--- config.mk ---
export PLATFORM = sky130hd
export DESIGN_NAME = swm_serial_port
export DESIGN_NICKNAME = d
export VERILOG_FILES = /design/src/rtl/swm_pkg.sv /design/src/rtl/swm_sync.sv /design/src/rtl/swm_ctrl.sv /design/src/rtl/swm_dpath.sv /design/src/rtl/swm_serial_port.sv
export SDC_FILE = /design/constraint.sdc
export NUM_CORES = 1
export LEC_CHECK = 0
export BUFFER_PORTS_ARGS = -buffer_cell sky130_fd_sc_hd__buf_4
export CAP_MARGIN = 20
export CORE_MARGIN = 4
export CORE_UTILIZATION = 47
export CTS_CLUSTER_DIAMETER = 100
export DETAILED_ROUTE_END_ITERATION = 8
export MAX_ROUTING_LAYER = met4
export PLACE_DENSITY_LB_ADDON = 0.25
export SLEW_MARGIN = 5
export SYNTH_ARGS = -nofsm -noshare
export SYNTH_HDL_FRONTEND = slang
export SYNTH_SLANG_ARGS = --single-unit
--- constraint.sdc ---
create_clock -name clk -period 1.2 [get_ports clk]
set_input_delay 0.06 -clock clk [delete_from_list [all_inputs] [get_ports clk]]
set_output_delay 0.06 -clock clk [all_outputs]
set_load 0.05 [all_outputs]
--- src/rtl/swm_pkg.sv ---
package swm_pkg;

  // Strobes from the control path to the datapath, one system clock wide.
  typedef struct packed {
    logic shiftEn;   // falling serial clock inside a frame
    logic outEn;     // rising serial clock inside a frame
    logic commit;    // frame select has just gone high
  } swmStrobe_t;

endpackage

--- src/rtl/swm_sync.sv ---
module swm_sync #(
  parameter int   STAGES = 2,
  parameter logic INIT   = 1'b0
) (
  input  logic clk,
  input  logic rst_n,
  input  logic d,
  output logic q
);

  logic [STAGES-1:0] pipe;

  always_ff @(posedge clk or negedge rst_n) begin
    if (!rst_n) pipe <= {STAGES{INIT}};
    else        pipe <= {pipe[STAGES-2:0], d};
  end

  assign q = pipe[STAGES-1];

endmodule

--- src/rtl/swm_ctrl.sv ---
module swm_ctrl
  import swm_pkg::*;
#(
  parameter int SYNC_STAGES = 2
) (
  input  logic       clk,
  input  logic       rst_n,
  input  logic       selN,
  input  logic       serClk,
  input  logic       serIn,
  output swmStrobe_t strb,
  output logic       dataBit
);

  logic clkS, selS, datS;
  logic clkPrev, selPrev;

  // The idle select level is high, so a reset never looks like a frame end.
  swm_sync #(.STAGES(SYNC_STAGES), .INIT(1'b0)) u_syncClk (
    .clk(clk), .rst_n(rst_n), .d(serClk), .q(clkS));
  swm_sync #(.STAGES(SYNC_STAGES), .INIT(1'b1)) u_syncSel (
    .clk(clk), .rst_n(rst_n), .d(selN), .q(selS));
  swm_sync #(.STAGES(SYNC_STAGES), .INIT(1'b0)) u_syncDat (
    .clk(clk), .rst_n(rst_n), .d(serIn), .q(datS));

  always_ff @(posedge clk or negedge rst_n) begin
    if (!rst_n) begin
      clkPrev <= 1'b0;
      selPrev <= 1'b1;
    end else begin
      clkPrev <= clkS;
      selPrev <= selS;
    end
  end

  always_comb begin
    strb.shiftEn = clkPrev & ~clkS & ~selS;
    strb.outEn   = ~clkPrev & clkS & ~selS;
    strb.commit  = ~selPrev & selS;
  end

  // Data takes the same synchroniser depth as the clock, so it lines up with the edge.
  assign dataBit = datS;

endmodule

--- src/rtl/swm_dpath.sv ---
module swm_dpath
  import swm_pkg::*;
#(
  parameter int WIDTH = 8
) (
  input  logic             clk,
  input  logic             rst_n,
  input  swmStrobe_t       strb,
  input  logic             dataBit,
  output logic [WIDTH-1:0] shiftWord,
  output logic             serOut,
  output logic [WIDTH-1:0] swEn
);

  localparam int MSB = WIDTH - 1;

  always_ff @(posedge clk or negedge rst_n) begin
    if (!rst_n) begin
      shiftWord <= '0;
      serOut    <= 1'b0;
      swEn      <= '0;
    end else begin
      if (strb.shiftEn) shiftWord <= {shiftWord[MSB-1:0], dataBit};
      if (strb.outEn)   serOut    <= shiftWord[MSB];
      if (strb.commit)  swEn      <= shiftWord;
    end
  end

endmodule

--- src/rtl/swm_serial_port.sv ---
module swm_serial_port
  import swm_pkg::*;
#(
  parameter int WIDTH       = 8,
  parameter int SYNC_STAGES = 2
) (
  input  logic             clk,
  input  logic             rst_n,
  input  logic             selN,
  input  logic             serClk,
  input  logic             serIn,
  output logic             serOut,
  output logic [WIDTH-1:0] swEn
);

  swmStrobe_t       strb;
  logic             dataBit;
  logic [WIDTH-1:0] shiftWord;

  swm_ctrl #(.SYNC_STAGES(SYNC_STAGES)) u_ctrl (
    .clk(clk), .rst_n(rst_n), .selN(selN), .serClk(serClk), .serIn(serIn),
    .strb(strb), .dataBit(dataBit));

  swm_dpath #(.WIDTH(WIDTH)) u_dpath (
    .clk(clk), .rst_n(rst_n), .strb(strb), .dataBit(dataBit),
    .shiftWord(shiftWord), .serOut(serOut), .swEn(swEn));

endmodule

# --- Word level (Yosys, flattened, before mapping) ---
# Cells that the tools add are included.
totals:
  memories: 0
  rom_bits: 0
  out_inout_bits: 9
  word_cells: 17
  latchBits: 0
  in_bits: 5
  regBits: 25
  mem_bits_rw: 0
classes:
  div_mod_pow: 0
  n_bitwise: 9
  n_lt_le_gt_ge: 0
  mul: 0
  add_sub_neg: 0
  muxes: 0
  reduce_logical: 0
  eq_ne: 0
  shift: 0
op_table:
  columns: ["cell", "n"]
  rows:
  - ["bitwise AND 1 bit", 5]
  - ["NOT 1 bit", 4]

# --- Logic depth before layout (Yosys ltp) ---
logic_depth:
  ltp_word: 3
  mapped_depth: 3
  ltp_nobuf: 2

# --- Cells and area by module ---
# Synthesis repeated with hierarchy kept, for this count alone.
unflattened:
  cells_unflattened: 47
  hier_area_um2: 924.6
modules_own_cells:
  columns: ["module", "cells_per_inst", "seq_area_each_um2", "instances", "area_each_um2"]
  rows:
  - ["swm_dpath", 36, 425.4, 1, 699.4]
  - ["swm_sync at u_ctrl.u_syncClk ...", 2, 50.0, 2, 50.0]
  - ["swm_ctrl", 5, 51.3, 1, 72.6]
  - ["swm_sync at u_ctrl.u_syncSel", 2, 52.6, 1, 52.6]

# --- Worst setup path after synthesis ---
# OpenSTA, ideal clock, no wires.
synth_timing:
  path_type: "reg-to-reg"
  from: "register u_ctrl.u_syncClk.pipe[1]"
  to: "register u_dpath.shiftWord[0]"
  required_time_ps: 1075
  setup_ps: 125
  t_arrival_ps: 1105
  path_stages_with_launch: 3
  path_slack_ps: -30
  n_path_buf: 0
  synth_period_minus_slack_ps: 1230
  cell_sequence: "dfrtp_1 -> nor3b_4 -> mux2_2"
synth_between:
  elab_chain_cells: 3
synth_lines:
  columns: ["element", "line", "rtl"]
  rows:
  - ["from (decl)", "swm_sync.sv:11", "logic [STAGES-1:0] pipe;"]
  - ["from (signal assigned)", "swm_sync.sv:14", "if (!rst_n) pipe <= {STAGES{INIT}};"]
  - ["from (signal assigned)", "swm_sync.sv:15", "else pipe <= {pipe[STAGES-2:0], d};"]
  - ["NOT 1 bit", "swm_ctrl.sv:37", "strb.shiftEn = clkPrev & ~clkS & ~selS;"]
  - ["bitwise AND 1 bit (2 in a row)", "swm_ctrl.sv:37", null]
  - ["to (signal assigned)", "swm_dpath.sv:23", "if (strb.shiftEn) shiftWord <= {shiftWord[MSB-1:0], dataBit};"]
  - ["to (decl)", "swm_dpath.sv:10", "output logic [WIDTH-1:0] shiftWord,"]
# Every way passes these cells.
# A chain may end at the register's enable or synchronous reset.

# --- Worst setup path in the final report ---
layout_timing:
  from: "register u_ctrl.u_syncClk.pipe[1]"
  to: "register u_dpath.shiftWord[6]"
# The elaborated chain is that of the path after synthesis.

==> results.sh <==
export IMPL_die_area_um2=2570
export IMPL_io_pins=14
export IMPL_critPathTopFamily="flip-flops"
export IMPL_maxCapViolCount=0
export IMPL_regArea_um2=629
export IMPL_grt_total_usage=0.115
export IMPL_ys_warn_count=0
export IMPL_cp_data_required_time_ns=1.40
export IMPL_path_clk_slew_ns=0.13
export IMPL_setup_tns_ns=-0.248
export IMPL_grt_first_pass_wirelength_mm=2.15
export IMPL_multi_input_area_um2=262
export IMPL_grt_max_degree=26
export IMPL_finalNetCount=77
export IMPL_synthCells=46
export IMPL_yosys_area_top_type_share=0.641
export IMPL_numCtsBuffers=3
export IMPL_start_util=0.497
export IMPL_met2_usage=0.178
export IMPL_setup_violations=11
export IMPL_clock_latency_ns=0.30
export IMPL_slowest_delay_ns=0.43
export IMPL_post_route_min_period_ns=1.24
export IMPL_synthDistinctLibCells=7
export IMPL_status="complete, but fails checks"
export IMPL_tightest_slew_ns=0.300
export IMPL_ir_drop_uv=1480
export IMPL_end_kind="flip-flop"
export IMPL_finalWorstSetupSlack_ns=-0.0419
export IMPL_crit_chain="nor3b_4, buf_6, mux2_4"
export IMPL_ys_top_cells_by_area="dfrtp_1 (64%), mux2_2 (22%), dfstp_2 (9.2%)"
export IMPL_violations="setup timing"
export IMPL_finalHoldViolations=0
export IMPL_crit_arrival_ns=1.44
export IMPL_rows=15
export IMPL_drt_iter0_markers=1
export IMPL_wl_mm=1.16
export IMPL_drt_vias_per_instance=4.76
export IMPL_slowest_stage="dfrtp_1"
export IMPL_relSlewSlack=0.800
export IMPL_drv_slew=0
export IMPL_fin_worst_skew_ns=0.00821
export IMPL_port_buffers=13
export IMPL_vias=457
export IMPL_core_um2=1730
export IMPL_dp_slack_ns=-0.0111
export IMPL_avgRoutedWirePerCell_um=12.1
export IMPL_max_freq_mhz=805
export IMPL_fillers=135
export IMPL_ys_seq_area_frac=0.733
export IMPL_area_growth_pct=32.8
export IMPL_rsz0062_at_grt="true"
export IMPL_cts_sinks=25
export IMPL_clockBufferDepth=2
export IMPL_startpoint_type="flip-flop"
export IMPL_syn_nets=51
export IMPL_diodes=0
export IMPL_ys_seq_elements=25
export IMPL_die_w_um=50.7
export IMPL_p_leak_nw=0.548
export IMPL_min_path_type="in -> async"
export IMPL_drive_gt1_frac=0.620
export IMPL_most_common_layout_cells="dfrtp_1 (22), buf_4 (14), mux2_2 (9)"
export IMPL_postRouteAntennaNets=0
export IMPL_netlist_area_um2=858
export IMPL_powerDensity_nw_per_um2=2230
export IMPL_crit_path_max_fanout=5
export IMPL_die_y_um=50.7
export IMPL_drc=0
export IMPL_antenna_found_initial=0
export IMPL_path_class="reg -> reg"
export IMPL_cts_htree_levels=1
export IMPL_top_usage_layer="met2"
export IMPL_final_common_cell="dfrtp_1"
export IMPL_grtUsageMet1=0.148
export IMPL_cts_tree="yes"
export IMPL_gr_total_overflow=0
export IMPL_synth_top_area_cell="dfrtp_1"
export IMPL_syn_avg_cell_area_um2=18.7
export IMPL_gp_congestion=0.634
export IMPL_first_pass_iters=3
export IMPL_gr_usage_met3=0.0267
export IMPL_post_route_period_util=1.03
export IMPL_crit_buf_inv=1
export IMPL_root_buffer="clkbuf_4"
export IMPL_first_global_vias=478
[power breakdown]
part | leakage, nW | internal [mW] | switching (mW)
clock | 0.0177 | 0.124 | 0.226
combinational | 0.226 | 0.418 | 0.552
sequential | 0.305 | 1.08 | 0.145
[metrics by stage]
step	utilization	cells	hold WS [ns]	instance area, µm²	power, mW
after global routing	0.660	96	0.168	1140	2.69
after CTS	0.654	96	0.161	1130	2.58
after detailed placement	0.586	87	-0.0254	1010	2.13
after floorplan	-	46	-0.236	858	1.84
final	0.660	96	0.177	1140	2.55
after global placement	0.586	87	-0.0233	1010	2.11
[what timing repair did]
item	4_1_cts	5_1_grt
setup buffers	1	0
setup endpoints to repair	16	17
pin swaps	1	0
resized for setup	11	2
hold buffers	4	0
hold endpoints to repair	28	0
[synth_stat cells (all sizes together)]
| cell | instances |
|---|---|
| nand2b | 1 |
| nor3b | 2 |
| mux2 | 17 |
| dfrtp | 22 |
| dfstp | 3 |
| buf | 1 |
[logic make-up after synthesis]
family,share of synthesized area
buffers and inverters,0.00583
AND/OR/NAND/NOR,0.0379
flip-flops,0.733
multiplexers,0.223
[final cells by class]
class	instances	share of cell area
flip-flops and latches	25	0.552
repair buffers	22	0.167
clock buffers	3	0.0198
well taps	25	0.0274
clock inverters	1	0.00439
multi-input cells	20	0.229
[flip-flops by register name, indices dropped and copies added, names as in the netlist]
signal	count
u_ctrl.u_syncDat.pipe	2
u_ctrl.u_syncSel.pipe	2
u_dpath.shiftWord	8
u_ctrl.clkPrev	1
u_dpath.serOut	1
u_ctrl.selPrev	1
u_dpath.swEn	8
u_ctrl.u_syncClk.pipe	2
[worst reg2reg max path, cell delays in order, from the launching register on]
cell	delay, ns
dfrtp_1	0.43
nor3b_4	0.25
buf_6	0.16
mux2_4	0.30
[per-layer routing]
layer  up-vias  part of all wire
met5         -                 0
met4         0                 0
met3         0             0.041
met2        11              0.50
met1       238              0.46
li1        208                 -
[path summary, 6_finish.rpt]
path,startpoint,endpoint,slack (ns),cells after the start
worst max register to register,u_ctrl.u_syncClk.pipe[1],u_dpath.shiftWord[6],-0.04,3
worst min-delay path,rst_n,u_dpath.swEn[0],0.18,2
max in group asynchronous,rst_n,u_ctrl.selPrev,0.74,2
min in group clk,u_ctrl.u_syncSel.pipe[0],u_ctrl.u_syncSel.pipe[1],0.37,0
worst min register to register,u_ctrl.u_syncSel.pipe[0],u_ctrl.u_syncSel.pipe[1],0.37,0
worst max-delay path,u_ctrl.u_syncClk.pipe[1],u_dpath.shiftWord[6],-0.04,3
Power figures use the tool's default switching activity.
